File: src/rtl/ncr_ins_pkg.sv
package ncr_ins_pkg;

    localparam int PID_W      = 13;
    localparam int EXT_TOP    = 299;
    localparam int FLD_FIRST  = 6;
    localparam int FLD_LAST   = 11;

    localparam logic [7:0] SYNC_BYTE  = 8'h47;
    localparam logic [7:0] GEN_CTRL   = 8'h20;
    localparam logic [7:0] GEN_AFLEN  = 8'd183;
    localparam logic [7:0] GEN_FLAGS  = 8'h10;
    localparam logic [7:0] STUFF_BYTE = 8'hFF;
    localparam logic [7:0] AF_MIN_LEN = 8'd7;

    typedef struct packed {
        logic [32:0] base;
        logic [8:0]  ext;
    } ncr_t;

    localparam int NCR_BITS = $bits(ncr_t);

    typedef logic [47:0] clk_fld_t;

    typedef struct packed {
        logic       valid;
        logic       sop;
        logic [7:0] data;
    } beat_t;

    typedef enum logic [1:0] {
        SEL_PASS,
        SEL_STAMP,
        SEL_GEN
    } byte_sel_t;

    function automatic ncr_t ncr_next(ncr_t v);
        ncr_t r;
        r = v;
        if (v.ext >= 9'(EXT_TOP)) begin
            r.ext  = '0;
            r.base = v.base + 33'd1;
        end else begin
            r.ext = v.ext + 9'd1;
        end
        return r;
    endfunction

    function automatic clk_fld_t fld_pack(ncr_t v);
        return {v.base, 6'b111111, v.ext};
    endfunction

    function automatic logic [7:0] fld_byte(clk_fld_t f, logic [7:0] idx);
        logic [2:0] k;
        clk_fld_t   s;
        k = 3'(8'(FLD_LAST) - idx);
        s = f >> (8 * k);
        return s[7:0];
    endfunction

    function automatic logic [7:0] gen_byte(logic [7:0] idx, logic [PID_W-1:0] pid, clk_fld_t f);
        logic [7:0] b;
        if (idx == 8'd0)                                  b = SYNC_BYTE;
        else if (idx == 8'd1)                             b = {3'b000, pid[12:8]};
        else if (idx == 8'd2)                             b = pid[7:0];
        else if (idx == 8'd3)                             b = GEN_CTRL;
        else if (idx == 8'd4)                             b = GEN_AFLEN;
        else if (idx == 8'd5)                             b = GEN_FLAGS;
        else if (idx <= 8'(FLD_LAST))                     b = fld_byte(f, idx);
        else                                              b = STUFF_BYTE;
        return b;
    endfunction

endpackage

File: src/rtl/ncr_clock.sv
module ncr_clock
    import ncr_ins_pkg::*;
(
    input  logic clk,
    input  logic rst,
    input  logic ser_en,
    input  logic ser_dat,
    output ncr_t now_o
);
    localparam int CW = $clog2(NCR_BITS + 1);

    logic [NCR_BITS-1:0] sh_q;
    logic [CW-1:0]       bc_q;
    logic                load;
    ncr_t                load_val;

    assign load     = ser_en && (bc_q == CW'(NCR_BITS - 1));
    assign load_val = ncr_t'({sh_q[NCR_BITS-2:0], ser_dat});

    always_ff @(posedge clk) begin
        if (rst) begin
            sh_q  <= '0;
            bc_q  <= '0;
            now_o <= '0;
        end else begin
            if (ser_en) begin
                sh_q <= {sh_q[NCR_BITS-2:0], ser_dat};
                bc_q <= load ? '0 : bc_q + CW'(1);
            end else begin
                bc_q <= '0;
            end
            now_o <= load ? load_val : ncr_next(now_o);
        end
    end


    ext_range_chk: assert property (@(posedge clk) disable iff (rst)
        !$past(load) |-> (now_o.ext <= 9'(EXT_TOP)));


    frame_len_chk: assert property (@(posedge clk) disable iff (rst)
        bc_q <= CW'(NCR_BITS - 1));

endmodule

File: src/rtl/interval_mon.sv
module interval_mon
    import ncr_ins_pkg::*;
#(
    parameter int TMR_W = 20,
    parameter int CNT_W = 4
) (
    input  logic             clk,
    input  logic             rst,
    input  logic [TMR_W-1:0] thr,
    input  logic             ref_leave,
    input  logic             gen_start,
    input  logic             err_clr,
    output logic             err_o,
    output logic [CNT_W-1:0] cnt_o,
    output logic             pend_o
);
    localparam logic [TMR_W-1:0] TMR_MAX = '1;
    localparam logic [CNT_W-1:0] CNT_MAX = '1;

    logic [TMR_W-1:0] tmr_q;
    logic             evt;

    assign evt = !ref_leave && (tmr_q == thr) && (tmr_q != TMR_MAX);

    always_ff @(posedge clk) begin
        if (rst) begin
            tmr_q  <= '0;
            err_o  <= 1'b0;
            cnt_o  <= '0;
            pend_o <= 1'b0;
        end else begin
            if (ref_leave)             tmr_q <= '0;
            else if (tmr_q != TMR_MAX) tmr_q <= tmr_q + TMR_W'(1);
            err_o  <= evt || (err_o && !err_clr);
            if (evt && cnt_o != CNT_MAX) cnt_o <= cnt_o + CNT_W'(1);
            pend_o <= evt || (pend_o && !gen_start);
        end
    end


    err_set_chk: assert property (@(posedge clk) disable iff (rst)
        evt |=> err_o);


    cnt_mono_chk: assert property (@(posedge clk) disable iff (rst)
        cnt_o >= $past(cnt_o));


    one_evt_chk: assert property (@(posedge clk) disable iff (rst)
        evt |=> !evt);


    pend_keep_chk: assert property (@(posedge clk) disable iff (rst)
        (pend_o && !gen_start) |=> pend_o);

endmodule

File: src/rtl/pkt_stamper.sv
module pkt_stamper
    import ncr_ins_pkg::*;
(
    input  logic             clk,
    input  logic             rst,
    input  logic             in_valid,
    input  logic             in_sop,
    input  logic [7:0]       in_data,
    input  logic [PID_W-1:0] cfg_pid,
    input  ncr_t             ncr_now,
    input  logic             gen_pending,
    output beat_t            out_o,
    output logic             gen_start,
    output logic             ref_leave
);
    logic [7:0]       idx_q;
    logic [PID_W-1:0] pid_q;
    logic             af_q, len_q, pcrf_q, gen_q;
    clk_fld_t         snap_q;

    logic [7:0]  cur_idx;
    logic        gen_now, hit, in_fld;
    clk_fld_t    fld;
    byte_sel_t   sel;
    logic [7:0]  nxt_byte;

    assign cur_idx = in_sop ? 8'd0 : ((idx_q == 8'hFF) ? 8'hFF : idx_q + 8'd1);
    assign gen_now = in_sop ? gen_pending : gen_q;
    assign hit     = !in_sop && (pid_q == cfg_pid) && af_q && len_q && pcrf_q;
    assign in_fld  = (cur_idx >= 8'(FLD_FIRST)) && (cur_idx <= 8'(FLD_LAST));
    assign fld     = (cur_idx == 8'(FLD_FIRST)) ? fld_pack(ncr_now) : snap_q;

    always_comb begin
        if (gen_now)              sel = SEL_GEN;
        else if (hit && in_fld)   sel = SEL_STAMP;
        else                      sel = SEL_PASS;
        case (sel)
            SEL_GEN:   nxt_byte = gen_byte(cur_idx, cfg_pid, fld);
            SEL_STAMP: nxt_byte = fld_byte(fld, cur_idx);
            default:   nxt_byte = in_data;
        endcase
    end

    assign ref_leave = in_valid && (cur_idx == 8'(FLD_LAST)) && (gen_now || hit);
    assign gen_start = in_valid && in_sop && gen_pending;

    always_ff @(posedge clk) begin
        if (rst) begin
            out_o  <= '0;
            idx_q  <= '0;
            pid_q  <= '0;
            af_q   <= 1'b0;
            len_q  <= 1'b0;
            pcrf_q <= 1'b0;
            gen_q  <= 1'b0;
            snap_q <= '0;
        end else begin
            out_o.valid <= in_valid;
            out_o.sop   <= in_valid && in_sop;
            out_o.data  <= nxt_byte;
            if (in_valid) begin
                idx_q <= cur_idx;
                if (in_sop) begin
                    gen_q  <= gen_pending;
                    af_q   <= 1'b0;
                    len_q  <= 1'b0;
                    pcrf_q <= 1'b0;
                end
                case (cur_idx)
                    8'd1:    pid_q[12:8] <= in_data[4:0];
                    8'd2:    pid_q[7:0]  <= in_data;
                    8'd3:    af_q        <= in_data[5];
                    8'd4:    len_q       <= (in_data >= AF_MIN_LEN);
                    8'd5:    pcrf_q      <= in_data[4];
                    default: ;
                endcase
                if (cur_idx == 8'(FLD_FIRST)) snap_q <= fld;
            end
        end
    end


    gen_hdr_chk: assert property (@(posedge clk) disable iff (rst)
        gen_start |=> (out_o.sop && out_o.valid && out_o.data == SYNC_BYTE));


    hdr_pass_chk: assert property (@(posedge clk) disable iff (rst)
        (in_valid && !gen_now && cur_idx < 8'(FLD_FIRST)) |=> (out_o.data == $past(in_data)));

endmodule

File: src/rtl/ncr_inserter.sv
module ncr_inserter
    import ncr_ins_pkg::*;
#(
    parameter int TMR_W = 20,
    parameter int CNT_W = 4
) (
    input  logic             clk,
    input  logic             rst,
    input  logic             ser_en,
    input  logic             ser_dat,
    input  logic [12:0]      cfg_pid,
    input  logic [TMR_W-1:0] cfg_thr,
    input  logic             err_clr,
    input  logic             in_valid,
    input  logic             in_sop,
    input  logic [7:0]       in_data,
    output logic             out_valid,
    output logic             out_sop,
    output logic [7:0]       out_data,
    output logic             err_flag,
    output logic [CNT_W-1:0] tmo_count
);
    ncr_t  ncr_now;
    beat_t out_b;
    logic  gen_start, ref_leave, pend;

    ncr_clock u_clock (
        .clk     (clk),
        .rst     (rst),
        .ser_en  (ser_en),
        .ser_dat (ser_dat),
        .now_o   (ncr_now)
    );

    pkt_stamper u_stamp (
        .clk         (clk),
        .rst         (rst),
        .in_valid    (in_valid),
        .in_sop      (in_sop),
        .in_data     (in_data),
        .cfg_pid     (cfg_pid),
        .ncr_now     (ncr_now),
        .gen_pending (pend),
        .out_o       (out_b),
        .gen_start   (gen_start),
        .ref_leave   (ref_leave)
    );

    interval_mon #(.TMR_W(TMR_W), .CNT_W(CNT_W)) u_mon (
        .clk       (clk),
        .rst       (rst),
        .thr       (cfg_thr),
        .ref_leave (ref_leave),
        .gen_start (gen_start),
        .err_clr   (err_clr),
        .err_o     (err_flag),
        .cnt_o     (tmo_count),
        .pend_o    (pend)
    );

    assign out_valid = out_b.valid;
    assign out_sop   = out_b.sop;
    assign out_data  = out_b.data;


    rst_out_chk: assert property (@(posedge clk)
        $past(rst) |-> (!out_valid && !err_flag && tmo_count == '0));

endmodule

File: config.mk
export PLATFORM = sky130hd
export DESIGN_NAME = ncr_inserter
export DESIGN_NICKNAME = d
export VERILOG_FILES = /design/src/rtl/ncr_ins_pkg.sv /design/src/rtl/ncr_clock.sv /design/src/rtl/interval_mon.sv /design/src/rtl/pkt_stamper.sv /design/src/rtl/ncr_inserter.sv
export SDC_FILE = /design/constraint.sdc
export NUM_CORES = 1
export LEC_CHECK = 0
export BUFFER_PORTS_ARGS = -buffer_cell sky130_fd_sc_hd__buf_2
export CELL_PAD_IN_SITES_DETAIL_PLACEMENT = 1
export CELL_PAD_IN_SITES_GLOBAL_PLACEMENT = 2
export CORE_AREA = 2 2 184 150
export CTS_CLUSTER_DIAMETER = 50
export DETAILED_ROUTE_END_ITERATION = 8
export DIE_AREA = 0 0 186 152
export PLACE_DENSITY = 0.75
export SYNTH_ARGS = -nofsm -noshare
export SYNTH_HDL_FRONTEND = slang
export SYNTH_SLANG_ARGS = --single-unit
File: constraint.sdc
create_clock -name clk -period 3 [get_ports clk]
set_input_delay 0.9 -clock clk [delete_from_list [all_inputs] [get_ports clk]]
set_output_delay 0.9 -clock clk [all_outputs]
set_load 0.02 [all_outputs]
Word-level counts from Yosys, hierarchy flattened:

Index checks and enable logic that the tools add are counted.
Widths: inputs -> output; s select.

* $add $sub $neg: 7
* multiply operators: 0
* div/mod/pow operators: 0
* magnitude comparators: 4
* equality and inequality tests: 15
* shifts and indexed selects: 1
* mux-type cells: 21
* bitwise operators: 1
* reductions and logical operators: 36

Operators by type and width (count)
* $mux 8: 9
* $mux 48: 1
* $shr 48x6->8: 1
* $mux 42: 1
* $add 33x1->33 const B: 1
* $mux 33: 1
* $eq 8x3->1 const B: 3
* $add 20x1->20 const B: 1
* $eq 20x20->1: 1
* $ne 20x20->1 const B: 1
* $eq 8x2->1 const B: 2
* $ge 8x3->1 const B: 2
* $logic_and 1x1->1: 16
* $pmux 8 s2: 1
* $eq 13x13->1: 1
* $reduce_and 2->1: 6
* $add 9x1->9 const B: 1
* $ge 9x9->1 const B: 1
* $mux 9: 1
* $add 8x1->8 const B: 1
* $eq 8x1->1 const B: 1
* $eq 8x4->1 const B: 1
* $eq 8x8->1 const B: 1
* $le 8x4->1 const B: 1
* other kinds (16): 29

* register bits after elaboration: 198
* latch bits: 0
* bits in writable memories: 0
* bits in read-only memories: 0
* bits of input ports: 48
* logic and storage cells: 104
* memories kept: 0

Depth between registers and ports, before layout:

* depth in word-level cells: 14
* mapped depth: 11

Cells and area by module:

A second synthesis with hierarchy kept.

* cells, all modules: 1200
* area, all modules: 10054.6 um2

By module, submodules not included
* pkt_stamper: times used 1, cells an instance 586, area each 4591.9 um2, sequential area each 1661.6 um2
* ncr_clock: times used 1, cells an instance 443, area each 3946.3 um2, sequential area each 1781.7 um2
* interval_mon: times used 1, cells an instance 171, area each 1516.5 um2, sequential area each 520.5 um2

Least setup slack after synthesis:

OpenSTA, ideal clock, no wires.

* path type: input to register
* start: input in_sop
* end: register u_stamp.out_o[3] (netlist name)
* arrival time: 2504 ps
* setup slack: 374 ps
* stages: 7
* path buffers: 2
* cell sequence: buf_2 -> and4b_1 -> a22o_1 -> clkbuf_1 -> a221oi_1 -> o21bai_1 -> a221o_1

* word-level cells in the longest chain between the ends: 12

Ends and longest elaborated chain
* start, declared: RTL line ncr_inserter.sv:15 `input logic in_sop,`
* $mux 8: RTL line pkt_stamper.sv:27 `assign cur_idx = in_sop ? 8'd0 : ((idx_q == 8'hFF) ? 8'hFF : idx_q + 8'd1);`
* $eq 8x3->1: RTL line pkt_stamper.sv:31 `assign fld = (cur_idx == 8'(FLD_FIRST)) ? fld_pack(ncr_now) : snap_q;`
* $mux 48: RTL line pkt_stamper.sv:31
* $shr 48x6->8: RTL line ncr_ins_pkg.sv:56 `s = f >> (8 * k);`
* $mux 8: RTL line ncr_ins_pkg.sv:68 `else if (idx <= 8'(FLD_LAST)) b = fld_byte(f, idx);`
* $mux 8: RTL line ncr_ins_pkg.sv:67 `else if (idx == 8'd5) b = GEN_FLAGS;`
* $mux 8: RTL line ncr_ins_pkg.sv:66 `else if (idx == 8'd4) b = GEN_AFLEN;`
* $mux 8: RTL line ncr_ins_pkg.sv:65 `else if (idx == 8'd3) b = GEN_CTRL;`
* $mux 8: RTL line ncr_ins_pkg.sv:64 `else if (idx == 8'd2) b = pid[7:0];`
* $mux 8: RTL line ncr_ins_pkg.sv:63 `else if (idx == 8'd1) b = {3'b000, pid[12:8]};`
* $mux 8: RTL line ncr_ins_pkg.sv:62 `if (idx == 8'd0) b = SYNC_BYTE;`
* $pmux 8 s2 (*): RTL line pkt_stamper.sv:37 `case (sel)`
* end, declared: RTL line pkt_stamper.sv:12 `output beat_t out_o,`

Mark *: on every way between the ends. The rest lies on a longest branch, timed or not.
A chain may end at the register's enable or synchronous reset.

Worst setup path in the final report:

* start: register u_stamp.idx_q[1]
* end: register u_mon.cnt_o[2]

* word-level cells in the longest chain between the ends: 10

Ends and longest elaborated chain
* start, declared: RTL line pkt_stamper.sv:16 `logic [7:0] idx_q;`
* start signal, assigned: RTL line pkt_stamper.sv:62 `idx_q <= cur_idx;`
* $add 8x1->8 or $eq 8x8->1 (tied branches): RTL line pkt_stamper.sv:27
* $mux 8 (*) (2 in a row): RTL line pkt_stamper.sv:27
* $eq 8x4->1 (*): RTL line pkt_stamper.sv:44 `assign ref_leave = in_valid && (cur_idx == 8'(FLD_LAST)) && (gen_now || hit);`
* $logic_and 1x1->1 (*) (2 in a row): RTL line pkt_stamper.sv:44
* $logic_not 1->1 (*): RTL line interval_mon.sv:23 `assign evt = !ref_leave && (tmr_q == thr) && (tmr_q != TMR_MAX);`
* $logic_and 1x1->1 (*) (2 in a row): RTL line interval_mon.sv:23
* $logic_and 1x1->1 (*): RTL line interval_mon.sv:35 `if (evt && cnt_o != CNT_MAX) cnt_o <= cnt_o + CNT_W'(1);`
* end signal, assigned: RTL line interval_mon.sv:35
* end, declared: RTL line interval_mon.sv:14 `output logic [CNT_W-1:0] cnt_o,`

Marked as above.

==> summary.txt <==
Run status
  – Outcome: completed

Setup path
  – Logic depth of the worst register-to-register path: 10
  – Category of the worst setup path launch point: flop
  – Capturing element type of the critical path: flop
  – Critical-path maximum fanout: 7
  – RR Startpoint: u_stamp.idx_q[1]
  – Capturing point of the worst reg2reg path: u_mon.cnt_o[2]
  – Worst Path Arrival: 3.11 ns
  – Path type of the worst setup path: reg2reg
  – Data required, critical path: 3.32 ns
  – Register-to-Register Setup Slack: 0.20 ns

Route
  – Routed WL: ~29000 um
  – Post-DRT Antenna Nets: 0
  – Post-detailed-route wirelength per cell: 18.1 um
  – Via total after detailed routing: 8466
  – Residual DRC: 0
  – Total iterations of the first detailed-routing run: 5
  – Detailed router's first-iteration violation count: 440
  – Average via count per standard cell: around 5.3

Timing
  – Final count of pins violating max slew: 0
  – Worst hold slack after final layout: ~0.45 ns
  – Slew margin rel.: 0.524
  – Timing-limited maximum frequency: 358 MHz
  – TNS Setup: 0 ns
  – Setup skew after layout: 0.0101 ns
  – Final setup violation count: 0
  – Setup repair after global routing missed its margin: no
  – Transition time of the tightest slew-check pin: 0.714 ns
  – Time the final worst path needs with I/O delays and setup: ~2.8 ns
  – Part of the cycle the worst path needs: 0.932
  – Final number of hold-violating endpoints: 0
  – Minimum setup slack in the final design: slightly above 0.2 ns

Final layout
  – Count of non-filler cells in the finished layout: 1589
  – Leading cell type in the layout, fill and taps excluded: dfxtp_1
  – P&R area growth vs syn: 16.0%
  – Commonest cells after routing, fill and taps aside: dfxtp_1, nand2_1, nor2_1, a21oi_1, buf_2
  – Sequential Area: ~0.0040 sq mm
  – Footprint of the multi-input gates: 0.00530 sq mm
  – Antenna fix cells: 0
  – Count of filler cells inserted in the layout: 3239
  – Net total in the final layout: 1267
  – Utilization after layout: 0.417
  – Fraction of layout instances using a drive strength above 1: 0.149

Hold path
  – End point of the most critical hold path: u_stamp.snap_q[44]
  – Hold Crit Class: reg2reg
  – Hold path startpoint: u_stamp.snap_q[44]
  – Worst hold path depth: 2

Clock network
  – CTS tree: built
  – Number of setup buffers added after CTS: 0
  – Post-CTS sizing: 0
  – Total clock buffers created by CTS: 17
  – Buffers from clock root to sink, at most: 2
  – Clock Root Buffer: clkbuf_16
  – Post-cts hold buffer count: 0
  – Clock latency on the worst-skew pair: 0.44 ns
  – Worst-path clk slew: 0.08 ns
  – Sink count of the clock tree: slightly below 200
  – Number of levels the H-tree was split into: 4

Power
  – Sw Ratio: 0.254
  – Switching power: 1340 uW
  – Peak VDD IR: 0.433 mV
  – Internal power summed over all cells: around 4000 uW
  – PD cells: 475 mW/mm^2
  – Leak: between 0.004 and 0.005 uW
  – Gate power share: 0.060
  – Relative contribution of the clock network to total power: 0.436
  – Fraction of power consumed by sequential logic: 0.504

Global route
  – Grt total ovfl: 0
  – Vias in the first global route: 8609
  – Wire length of the first global-routing pass: 47300 um
  – Largest net degree at the start of global routing: 53
  – Busiest metal layer after global routing: met2
  – Met2 Usage GRT: 0.325
  – Fraction of met3 tracks used by global routing: 0.0343
  – GRT Resource Usage Total: 0.210
  – Routing usage on met1: 0.308
  – Antenna violations before repair: 0

Yosys
  – Dominant cell type by area after synthesis: dfxtp_1
  – Average size of a mapped cell: 8.34 sq um
  – Count of flip-flops with a built-in enable after synthesis: 0
  – Mapped Area: between 0.009 and 0.01 sq mm
  – Cells taking the most area after synthesis: dfxtp_1, nand2_1, mux2i_1
  – #FFs+latches synth: 198
  – Cells after synthesis: 1150
  – Warnings, synthesis: 0
  – Count of different cell masters after synthesis: 77
  – Dominant synthesized flop cell: dfxtp_1
  – Net count after synthesis: around 1200
  – Synth top area share: 0.413
  – Async set or reset register ratio after synthesis: 0
  – Sequential share of the synthesized area: 0.413

Place
  – Hpwl dp: about 21000 um
  – DP Worst Slack: between 0.07 and 0.08 ns
  – Placed cell count: 1557
  – Last weighted congestion value of the routability-driven placer: 0.856
  – Port Buffer Count: 62

Run
  – Max-capacitance violation count: 0

Die
  – Std cell rows: 54
  – Starting density of the core: 0.359
  – Die ar.: 0.0283 sq mm
  – Total I/O pin count: 63
  – Die Width: ~190 um
  – Core Box Area: 0.0267 sq mm
  – Floorplan die height: 152 um
power by group through the flow:
| stage | Sequential, uW | Clock (uW) | Combinational, uW |
|---|---|---|---|
| final | 2670 | 2300 | 317 |
| after global routing | 2670 | 2480 | 346 |
| after CTS | 2670 | 2390 | 317 |
| after detailed placement | 2730 | 0 | 316 |
| after global placement | 2730 | 0 | 314 |
| after floorplan | 2730 | 0 | 177 |
layout make-up:
| cell class | count | share of cell area |
|---|---|---|
| multi-input combinational | 866 | 0.477 |
| sequential | 198 | 0.356 |
| timing repair buffer | 116 | 0.0705 |
| tap | 364 | 0.0409 |
| clock buffer | 18 | 0.0386 |
| clock inverter | 14 | 0.0128 |
| inverter | 13 | 0.00438 |
through the flow:
step / total power (uW) / area [sq um]
floorplan: 2910 / 9590
global placement: 3040 / 10500
detailed placement: 3040 / 10500
CTS: 5380 / 11100
global route: 5500 / 11100
finish: 5280 / 11100
state kept, by name, summed over array words and instances, names as in the netlist, 4 cells and up:
| signal | cells |
|---|---|
| u_clock.bc_q | 6 |
| u_clock.now_o | 42 |
| u_clock.sh_q | 41 |
| u_mon.cnt_o | 4 |
| u_mon.tmr_q | 20 |
| u_stamp.idx_q | 8 |
| u_stamp.out_o | 10 |
| u_stamp.pid_q | 13 |
| u_stamp.snap_q | 48 |
worst max path at each step:
stage,slack (ns),startpoint,endpoint,cells past startpoint
finish,0.20,u_stamp.idx_q[1],u_mon.cnt_o[2],10
global route,0.03,u_stamp.idx_q[1],u_stamp.out_o[4],9
floorplan,0.37,in_sop,u_stamp.out_o[3],7
CTS,0.06,u_stamp.idx_q[1],u_stamp.out_o[0],10
detailed placement,0.08,in_sop,u_stamp.out_o[4],8
global placement,0.09,in_sop,u_stamp.out_o[4],8
routing by layer:
layer,vias to the layer above,part of all wire
li1,4198,-
met4,0,0.011
met5,-,0
met2,78,0.44
met1,4166,0.52
met3,24,0.025
cells in the mapped netlist, drive strengths merged, types with 4 or more instances:
cell and n:
dfxtp 198, nand2 163, nor2 142, a21oi 100, mux2i 58, xor2 44, clkbuf 43, nand3 40
xnor2 37, a211oi 30, buf 30, o21ai 28, nand4 26, nor3 22, or3 15, and3 13
inv 13, nor4 13, a31oi 9, a222oi 8, a311oi 8, and2 7, and4 7, ha 7
nor2b 7, mux2 6, o31ai 6, o22ai 5, or4 5, a21o 4, nand2b 4, o211ai 4
kinds of logic after synthesis:
| group | after synthesis | share of synthesized area |
|---|---|---|
| adders and majority gates | 7 | 0.00913 |
| AOI/OAI and AO/OA | 241 | 0.166 |
| xor gates and xnor gates | 81 | 0.0740 |
| buffers and inverters | 86 | 0.0377 |
| DFF | 198 | 0.413 |
| muxes | 64 | 0.0680 |
| and+or+nand+nor | 473 | 0.231 |
critical path: stages, from the launching register on:
cell and delay (ns):
dfxtp_1 0.35, ha_2 0.27, and3_1 0.32, o22ai_2 0.14, o22a_1 0.25, buf_4 0.17, o2111ai_2 0.38, o211ai_2 0.17
buf_4 0.18, o311ai_0 0.30, o41ai_1 0.13
No activity file was read; power rests on OpenSTA's default activity.
